===== src/rtl/rcr_pkg.sv =====
package rcr_pkg;
    localparam int VERB_W   = 8;
    localparam int CMD_W    = 3;
    localparam int CNT_W    = 4;
    localparam int VBIT_POS = 7;

    typedef enum logic [1:0] {
        PM_IDX_UNCACHED = 2'd0,
        PM_IDX_CACHED   = 2'd1,
        PM_VALID_BIT    = 2'd2,
        PM_RESERVED     = 2'd3
    } prod_mode_e;

    localparam logic [CMD_W-1:0] CMD_ONE_POOL = 3'h2;
    localparam logic [CMD_W-1:0] CMD_PER_BUF  = 3'h3;
endpackage


===== src/rtl/rcr_slot_store.sv =====
module rcr_slot_store
    import rcr_pkg::*;
#(
    parameter int IDX_W  = 3,
    parameter int NBUF   = 8,
    parameter int ADDR_W = 16,
    parameter int POOL_W = 6
) (
    input  logic                     clk,
    input  logic                     rst_n,
    input  logic                     we_i,
    input  logic [IDX_W-1:0]         slot_i,
    input  logic [VERB_W-1:0]        verb_i,
    input  logic [POOL_W-1:0]        pool_i,
    input  logic [NBUF*ADDR_W-1:0]   addr_i,
    input  logic [NBUF*POOL_W-1:0]   bpid_i,
    input  logic [IDX_W-1:0]         scan_idx_i,
    output logic                     scan_vbit_o,
    input  logic [IDX_W-1:0]         rd_idx_i,
    output logic [VERB_W-2:0]        rd_cmdcnt_o,
    output logic [POOL_W-1:0]        rd_pool_o,
    output logic [NBUF*ADDR_W-1:0]   rd_addr_o,
    output logic [NBUF*POOL_W-1:0]   rd_bpid_o
);
    localparam int DEPTH = 1 << IDX_W;

    typedef struct packed {
        logic [VERB_W-1:0]      verb;
        logic [POOL_W-1:0]      pool;
        logic [NBUF*ADDR_W-1:0] addr;
        logic [NBUF*POOL_W-1:0] bpid;
    } slot_t;

    slot_t ring_d [DEPTH];
    slot_t ring_q [DEPTH];

    always_comb begin
        ring_d = ring_q;
        if (we_i) begin
            ring_d[slot_i].verb = verb_i;
            ring_d[slot_i].pool = pool_i;
            ring_d[slot_i].addr = addr_i;
            ring_d[slot_i].bpid = bpid_i;
        end
    end

    always_ff @(posedge clk or negedge rst_n) begin
        if (!rst_n) begin
            for (int k = 0; k < DEPTH; k++) begin
                ring_q[k] <= '0;
            end
        end else begin
            ring_q <= ring_d;
        end
    end

    assign scan_vbit_o = ring_q[scan_idx_i].verb[VBIT_POS];
    assign rd_cmdcnt_o = ring_q[rd_idx_i].verb[VERB_W-2:0];
    assign rd_pool_o   = ring_q[rd_idx_i].pool;
    assign rd_addr_o   = ring_q[rd_idx_i].addr;
    assign rd_bpid_o   = ring_q[rd_idx_i].bpid;
endmodule


===== src/rtl/rcr_prod_track.sv =====
module rcr_prod_track
    import rcr_pkg::*;
#(
    parameter int IDX_W = 3
) (
    input  logic             clk,
    input  logic             rst_n,
    input  logic [1:0]       mode_i,
    input  logic             scan_vbit_i,
    input  logic [IDX_W:0]   ci_i,
    input  logic             pi_we_i,
    input  logic [IDX_W:0]   pi_wdata_i,
    output logic [IDX_W:0]   pi_o,
    output logic [IDX_W-1:0] scan_idx_o
);
    localparam int PTR_W = IDX_W + 1;
    localparam logic [PTR_W-1:0] CAP = PTR_W'((1 << IDX_W) - 1);

    typedef struct packed {
        logic [PTR_W-1:0] pi;
    } prod_st_t;

    prod_st_t st_d, st_q;
    logic vb_mode, expect_vbit, seen;
    logic [PTR_W-1:0] fill;

    always_comb begin
        st_d        = st_q;
        vb_mode     = (prod_mode_e'(mode_i) == PM_VALID_BIT);
        fill        = st_q.pi - ci_i;
        // polarity expected on the current lap: 1 on even laps, 0 on odd
        expect_vbit = ~st_q.pi[IDX_W];
        seen        = (scan_vbit_i == expect_vbit) && (fill < CAP);
        if (vb_mode) begin
            if (seen) begin
                st_d.pi = st_q.pi + PTR_W'(1);
            end
        end else if (pi_we_i) begin
            st_d.pi = pi_wdata_i;
        end
    end

    always_ff @(posedge clk or negedge rst_n) begin
        if (!rst_n) begin
            st_q <= '0;
        end else begin
            st_q <= st_d;
        end
    end

    assign pi_o       = st_q.pi;
    assign scan_idx_o = st_q.pi[IDX_W-1:0];


    pi_step_chk: assert property (@(posedge clk) disable iff (!rst_n)
        (prod_mode_e'(mode_i) == PM_VALID_BIT) |=>
            (st_q.pi == $past(st_q.pi) || st_q.pi == $past(st_q.pi) + PTR_W'(1)));


    fill_cap_chk: assert property (@(posedge clk) disable iff (!rst_n)
        (vb_mode && fill <= CAP) |=> ((st_q.pi - ci_i) <= CAP));
endmodule


===== src/rtl/rcr_cons_decode.sv =====
module rcr_cons_decode
    import rcr_pkg::*;
#(
    parameter int IDX_W  = 3,
    parameter int NBUF   = 8,
    parameter int ADDR_W = 16,
    parameter int POOL_W = 6
) (
    input  logic                   clk,
    input  logic                   rst_n,
    input  logic [IDX_W:0]         pi_i,
    input  logic [VERB_W-2:0]      cmdcnt_i,
    input  logic [POOL_W-1:0]      pool_i,
    input  logic [NBUF*ADDR_W-1:0] addr_i,
    input  logic [NBUF*POOL_W-1:0] bpid_i,
    input  logic                   snk_ready_i,
    input  logic [IDX_W:0]         ithresh_i,
    input  logic                   irq_clr_i,
    output logic [IDX_W:0]         ci_o,
    output logic                   snk_valid_o,
    output logic [CNT_W-1:0]       snk_count_o,
    output logic [NBUF*ADDR_W-1:0] snk_addr_o,
    output logic [NBUF*POOL_W-1:0] snk_pool_o,
    output logic                   irq_o,
    output logic                   err_o
);
    localparam int PTR_W = IDX_W + 1;
    localparam logic [CNT_W-1:0] MAX_CNT = CNT_W'(NBUF);

    typedef struct packed {
        logic [PTR_W-1:0] ci;
        logic             irq;
        logic             err;
    } cons_st_t;

    cons_st_t st_d, st_q;
    logic [CMD_W-1:0] cmd;
    logic [CNT_W-1:0] cnt;
    logic pending, legal, offer, drop, take;
    logic [PTR_W-1:0] remain;

    assign cmd = cmdcnt_i[CNT_W +: CMD_W];
    assign cnt = cmdcnt_i[CNT_W-1:0];

    always_comb begin
        st_d    = st_q;
        pending = (pi_i != st_q.ci);
        legal   = ((cmd == CMD_ONE_POOL) || (cmd == CMD_PER_BUF)) &&
                  (cnt != '0) && (cnt <= MAX_CNT);
        offer   = pending && legal;
        drop    = pending && !legal;
        take    = (offer && snk_ready_i) || drop;
        remain  = pi_i - st_q.ci - PTR_W'(1);
        if (take) begin
            st_d.ci = st_q.ci + PTR_W'(1);
        end
        if (drop) begin
            st_d.err = 1'b1;
        end
        if (take && (remain <= ithresh_i)) begin
            st_d.irq = 1'b1;
        end else if (irq_clr_i) begin
            st_d.irq = 1'b0;
        end
    end

    always_ff @(posedge clk or negedge rst_n) begin
        if (!rst_n) begin
            st_q <= '0;
        end else begin
            st_q <= st_d;
        end
    end

    for (genvar g = 0; g < NBUF; g++) begin : g_lane
        logic on;
        assign on = (cnt > CNT_W'(g));
        assign snk_addr_o[g*ADDR_W +: ADDR_W] = on ? addr_i[g*ADDR_W +: ADDR_W] : '0;
        assign snk_pool_o[g*POOL_W +: POOL_W] = !on ? '0 :
            (cmd == CMD_ONE_POOL) ? pool_i : bpid_i[g*POOL_W +: POOL_W];
    end

    assign ci_o        = st_q.ci;
    assign snk_valid_o = offer;
    assign snk_count_o = cnt;
    assign irq_o       = st_q.irq;
    assign err_o       = st_q.err;


    ci_hold_chk: assert property (@(posedge clk) disable iff (!rst_n)
        (snk_valid_o && !snk_ready_i) |=> $stable(st_q.ci));


    ci_wrap_chk: assert property (@(posedge clk) disable iff (!rst_n)
        (snk_valid_o && snk_ready_i && (st_q.ci[IDX_W-1:0] == '1)) |=>
            ((st_q.ci[IDX_W-1:0] == '0) && (st_q.ci[IDX_W] != $past(st_q.ci[IDX_W]))));


    err_sticky_chk: assert property (@(posedge clk) disable iff (!rst_n)
        st_q.err |=> st_q.err);


    irq_hold_chk: assert property (@(posedge clk) disable iff (!rst_n)
        (st_q.irq && !irq_clr_i) |=> st_q.irq);
endmodule


===== src/rtl/rcr_vb_consumer.sv =====
module rcr_vb_consumer
    import rcr_pkg::*;
#(
    parameter int IDX_W  = 3,
    parameter int NBUF   = 8,
    parameter int ADDR_W = 16,
    parameter int POOL_W = 6
) (
    input  logic                   clk,
    input  logic                   rst_n,
    input  logic [1:0]             cfg_mode,
    input  logic                   ent_we,
    input  logic [IDX_W-1:0]       ent_slot,
    input  logic [VERB_W-1:0]      ent_verb,
    input  logic [POOL_W-1:0]      ent_pool,
    input  logic [NBUF*ADDR_W-1:0] ent_addr,
    input  logic [NBUF*POOL_W-1:0] ent_bpid,
    input  logic                   pi_we,
    input  logic [IDX_W:0]         pi_wdata,
    input  logic [IDX_W:0]         ithresh,
    input  logic                   irq_clr,
    input  logic                   snk_ready,
    output logic                   snk_valid,
    output logic [CNT_W-1:0]       snk_count,
    output logic [NBUF*ADDR_W-1:0] snk_addr,
    output logic [NBUF*POOL_W-1:0] snk_pool,
    output logic [IDX_W:0]         pi_idx,
    output logic [IDX_W:0]         ci_idx,
    output logic [IDX_W:0]         fill,
    output logic [IDX_W:0]         free,
    output logic                   irq,
    output logic                   cmd_err
);
    localparam int PTR_W = IDX_W + 1;
    localparam logic [PTR_W-1:0] CAP = PTR_W'((1 << IDX_W) - 1);

    logic                   scan_vbit;
    logic [IDX_W-1:0]       scan_idx;
    logic [VERB_W-2:0]      rd_cmdcnt;
    logic [POOL_W-1:0]      rd_pool;
    logic [NBUF*ADDR_W-1:0] rd_addr;
    logic [NBUF*POOL_W-1:0] rd_bpid;

    rcr_slot_store #(
        .IDX_W(IDX_W), .NBUF(NBUF), .ADDR_W(ADDR_W), .POOL_W(POOL_W)
    ) u_store (
        .clk         (clk),
        .rst_n       (rst_n),
        .we_i        (ent_we),
        .slot_i      (ent_slot),
        .verb_i      (ent_verb),
        .pool_i      (ent_pool),
        .addr_i      (ent_addr),
        .bpid_i      (ent_bpid),
        .scan_idx_i  (scan_idx),
        .scan_vbit_o (scan_vbit),
        .rd_idx_i    (ci_idx[IDX_W-1:0]),
        .rd_cmdcnt_o (rd_cmdcnt),
        .rd_pool_o   (rd_pool),
        .rd_addr_o   (rd_addr),
        .rd_bpid_o   (rd_bpid)
    );

    rcr_prod_track #(
        .IDX_W(IDX_W)
    ) u_prod (
        .clk         (clk),
        .rst_n       (rst_n),
        .mode_i      (cfg_mode),
        .scan_vbit_i (scan_vbit),
        .ci_i        (ci_idx),
        .pi_we_i     (pi_we),
        .pi_wdata_i  (pi_wdata),
        .pi_o        (pi_idx),
        .scan_idx_o  (scan_idx)
    );

    rcr_cons_decode #(
        .IDX_W(IDX_W), .NBUF(NBUF), .ADDR_W(ADDR_W), .POOL_W(POOL_W)
    ) u_cons (
        .clk         (clk),
        .rst_n       (rst_n),
        .pi_i        (pi_idx),
        .cmdcnt_i    (rd_cmdcnt),
        .pool_i      (rd_pool),
        .addr_i      (rd_addr),
        .bpid_i      (rd_bpid),
        .snk_ready_i (snk_ready),
        .ithresh_i   (ithresh),
        .irq_clr_i   (irq_clr),
        .ci_o        (ci_idx),
        .snk_valid_o (snk_valid),
        .snk_count_o (snk_count),
        .snk_addr_o  (snk_addr),
        .snk_pool_o  (snk_pool),
        .irq_o       (irq),
        .err_o       (cmd_err)
    );

    always_comb begin
        fill = pi_idx - ci_idx;
        free = (fill >= CAP) ? '0 : (CAP - fill);
    end
endmodule


===== config.mk =====
export PLATFORM = sky130hd
export DESIGN_NAME = rcr_vb_consumer
export DESIGN_NICKNAME = d
export VERILOG_FILES = /design/src/rtl/rcr_pkg.sv /design/src/rtl/rcr_slot_store.sv /design/src/rtl/rcr_prod_track.sv /design/src/rtl/rcr_cons_decode.sv /design/src/rtl/rcr_vb_consumer.sv
export SDC_FILE = /design/constraint.sdc
export NUM_CORES = 2
export LEC_CHECK = 0
export BUFFER_PORTS_ARGS = -buffer_cell sky130_fd_sc_hd__buf_4
export CAP_MARGIN = 20
export CORE_MARGIN = 3
export CORE_UTILIZATION = 61
export DETAILED_ROUTE_END_ITERATION = 8
export GPL_TIMING_DRIVEN = 0
export PLACE_DENSITY = 0.9
export SLEW_MARGIN = 5
export SYNTH_ARGS = -nofsm -noshare
export SYNTH_HDL_FRONTEND = slang
export SYNTH_HIERARCHICAL = 1
export SYNTH_SLANG_ARGS = --single-unit

===== constraint.sdc =====
create_clock -name clk -period 4 [get_ports clk]
set_input_delay 0.4 -clock clk [delete_from_list [all_inputs] [get_ports clk]]
set_output_delay 0.4 -clock clk [all_outputs]
set_load 0.01 [all_outputs]

==> flow_metrics.env <==
export IMPL_final_area_um2=84550
export IMPL_r2r_cells=13
export IMPL_num_rows=123
export IMPL_drtAntennaViolNets=0
export IMPL_start_util_pct=61.94
export IMPL_grt_usage_pct=35.94
export IMPL_numPortBuffers=406
export IMPL_num_vias=45630
export IMPL_die_x_um=345.2
export IMPL_crit_reg2reg_launch="u_cons/ci_o[0]"
export IMPL_place_congestion=0.8252
export IMPL_area_growth_pct=20.51
export IMPL_critPathTopFamily="buffers and inverters"
export IMPL_cp_num_cells=12
export IMPL_netlist_top_cells_count="dfrtp_1 (1,530), mux2_2 (1,310), mux2_1 (400)"
export IMPL_crit_buf_inv=8
export IMPL_syn_num_nets=4509
export IMPL_drt_total_wl_um=218500
export IMPL_fmaxAchievable_mhz=244.2
export IMPL_placed_area_um2=75450
export IMPL_holdPathStages=4
export IMPL_gr_total_overflow=0
export IMPL_synthCells=4282
export IMPL_dieArea_um2=119100
export IMPL_synthDistinctLibCells=59
export IMPL_rsz0062_at_grt="yes"
export IMPL_yosys_warnings=6
export IMPL_tightestPinTransition_ns=1.150
export IMPL_p_per_area_nw_per_um2=807.3
export IMPL_synth_enable_flop_cells=0
export IMPL_cts_buffers=158
export IMPL_grt_pass1_wl_um=319100
export IMPL_start_kind="flop"
export IMPL_clk_transition_reported_paths_ns=0.06
export IMPL_async_flop_share_pct=100.0
export IMPL_finalPower_uw=68260
export IMPL_yosysMostFrequentCell="dfrtp_1"
export IMPL_dp_cells=6203
export IMPL_ir_worst_vdd_mv=0.6503
export IMPL_io_pins=408
export IMPL_cp_arrival_ns=3.70
export IMPL_slew_violations=0
export IMPL_drive_gt1_share_pct=53.25
export IMPL_cap_viol_max_count=0
export IMPL_yosysTopAreaCell="dfrtp_1"
export IMPL_routedWlPerCell_um=32.22
export IMPL_fin_skew_ns=0.02242
export IMPL_dp_hpwl_um=129400
export IMPL_final_cells=6782
export IMPL_cts_tree="built"
export IMPL_synth_seq_cells=1530
export IMPL_cts_root_buf="clkbuf_16"
export IMPL_status="finished, violations left"
export IMPL_worst_slack_ns=-0.09520
export IMPL_drt_pass1_iterations=5
export IMPL_setup_tns_ns=-1.260
export IMPL_path_common_cell="buf_12"
export IMPL_grt_max_degree=181
export IMPL_route_detailed_drc=0
export IMPL_netlist_area_um2=70160
export IMPL_ys_seq_area_share_pct=54.57
export IMPL_post_route_period_util_pct=102.4
export IMPL_violations="setup timing"
export IMPL_h_tree_depth=4
export IMPL_slew_headroom_pct=23.35
export IMPL_fp_dieH_um=345.2
export IMPL_setup_viol=37
export IMPL_crit_required_ns=3.60
export IMPL_path_class="flop to primary output"
export IMPL_endpoint_kind="primary output"
export IMPL_antenna_found_initial=41
export IMPL_max_stage_delay_ns=0.55
export IMPL_insertion_delay_ns=0.79
export IMPL_ctsLongestPathBuffers=3
export IMPL_hold_viol=0
export IMPL_min_delay_start="snk_ready"
export IMPL_synth_top_area_share_pct=54.57
export IMPL_min_path_type="input pin to flop"
export IMPL_slowest_stage="mux4_2"
export IMPL_core_area_um2=113300
export IMPL_synthTopCellsByArea="dfrtp_1 (55%), mux2_2 (21%), mux4_2 (12%)"
export IMPL_grt_pass1_vias=48600
export IMPL_fin_nets=5348
export IMPL_synth_main_ff_cell="dfrtp_1"
export IMPL_p_leak_uw=0.03670
export IMPL_fillers=6062
export IMPL_cts_sinks=1530
export IMPL_cp_cell_sequence="buf_12 > buf_12 > buf_12 > mux4_2 > mux2_4 > clkbuf_16 > a211oi_4 > buf_12 > buf_8 > buf_12 > a21oi_2 > buf_4"
export IMPL_viasPerCell=6.727
export IMPL_critPathLaunch="u_cons/ci_o[0]"
export IMPL_syn_area_per_cell_um2=16.39
export IMPL_period_needed_ns=4.095
export IMPL_critPathMaxFanout=8
export IMPL_drt_first_iter_violations=5205
==> cell type report <==
class / instances / area, um2 / share of cell area [%]
antenna: 33 / 82.58 / 0.09766
buffer: 299 / 2362 / 2.794
clock buffer: 246 / 4832 / 5.715
clock inverter: 42 / 484.2 / 0.5727
inverter: 19 / 71.32 / 0.08435
multi-input combinational: 2429 / 30460 / 36.03
sequential: 1530 / 38290 / 45.29
tap: 1500 / 1877 / 2.220
timing repair buffer: 684 / 6093 / 7.206
==> worst min-delay path: cells and delay by family <==
family / cells / cell delay, ns
xor gates and xnor gates: 1 / 0.09
and+or+nand+nor: 2 / 0.25
buffers and inverters: 1 / 0.08
==> power breakdown <==
| part | internal [uW] | switching (uW) | leakage (uW) | total (uW) |
|---|---|---|---|---|
| clock | 8730 | 6350 | 0.00261 | 15100 |
| combinational | 15900 | 16200 | 0.0157 | 32100 |
| sequential | 18900 | 2130 | 0.0183 | 21100 |
| total | 43600 | 24700 | 0.0367 | 68300 |
==> path summary, 6_finish.rpt <==
kind,to,slack [ns]
worst max-delay path,snk_pool[16],-0.1
worst min register to register,u_store/ring_q[670],0.48
worst max register to register,u_cons/ci_o[1],0.70
max in group asynchronous,u_store/ring_q[692],0.65
min in group asynchronous,u_store/ring_q[1166],0.19
worst min-delay path,u_cons/ci_o[3],0.08
==> what timing repair did <==
action	CTS	global route
endpoints found under the setup margin	187	128
gates cloned	2	2
hold buffers	197	0
gates resized for setup	209	89
hold endpoints to repair	1605	0
buffers inserted	46	15
pin swaps	13	4
==> metrics by stage <==
step | util [%] | hold slack [ns] | setup WS [ns]
floorplan | - | 0.1044 | 0.8077
global placement | 66.29 | 0.4616 | -15.55
detailed placement | 66.61 | 0.3408 | -2.031
CTS | 74.14 | 0.06120 | -0.0006652
global route | 74.62 | 0.1099 | -0.1391
finish | 74.65 | 0.07730 | -0.09520
==> layout by cell type (no fill, tap or decap), types with 15 or more instances in the layout <==
cell type and instances:
dfrtp_1 1527, mux2_2 1305, buf_4 493, mux2_1 400, mux4_2 380, dlygate4sd3_1 197, clkbuf_16 172, buf_2 153
nor2b_1 93, clkbuf_1 55, clkbuf_8 48, nand2_1 47, buf_6 44, diode_2 33, a21oi_1 24, buf_12 20
inv_1 19, clkinv_2 19, a21oi_2 17, buf_16 17, and2_1 17, nor2b_2 16, ha_1 15, buf_8 15
==> routing by layer <==
layer / GRT usage (%) / share of wire [%] / up-vias
li1: - / - / 17690
met1: 45.26 / 36 / 24030
met2: 54.91 / 47 / 3033
met3: 11.48 / 11 / 857
met4: 21.50 / 6.4 / 20
met5: 0 / 0.063 / -
==> flip-flops by register name, indices dropped and copies added (netlist names) <==
name	flops
u_prod/pi_o	4
u_cons/irq_o	1
u_store/ring_q	1520
u_cons/err_o	1
u_cons/ci_o	4
==> logic make-up after synthesis <==
group           count (synthesis)  synth area share, %
fa+ha+maj                      18               0.3531
xor+xnor                        9               0.1124
other cells                     1             0.005345
flops                        1530                54.57
simple gates                  229                1.906
compound gates                 81               0.7098
buf+inv                       323                2.682
mux                          2091                39.66
(Power assumes the default switching activity.)
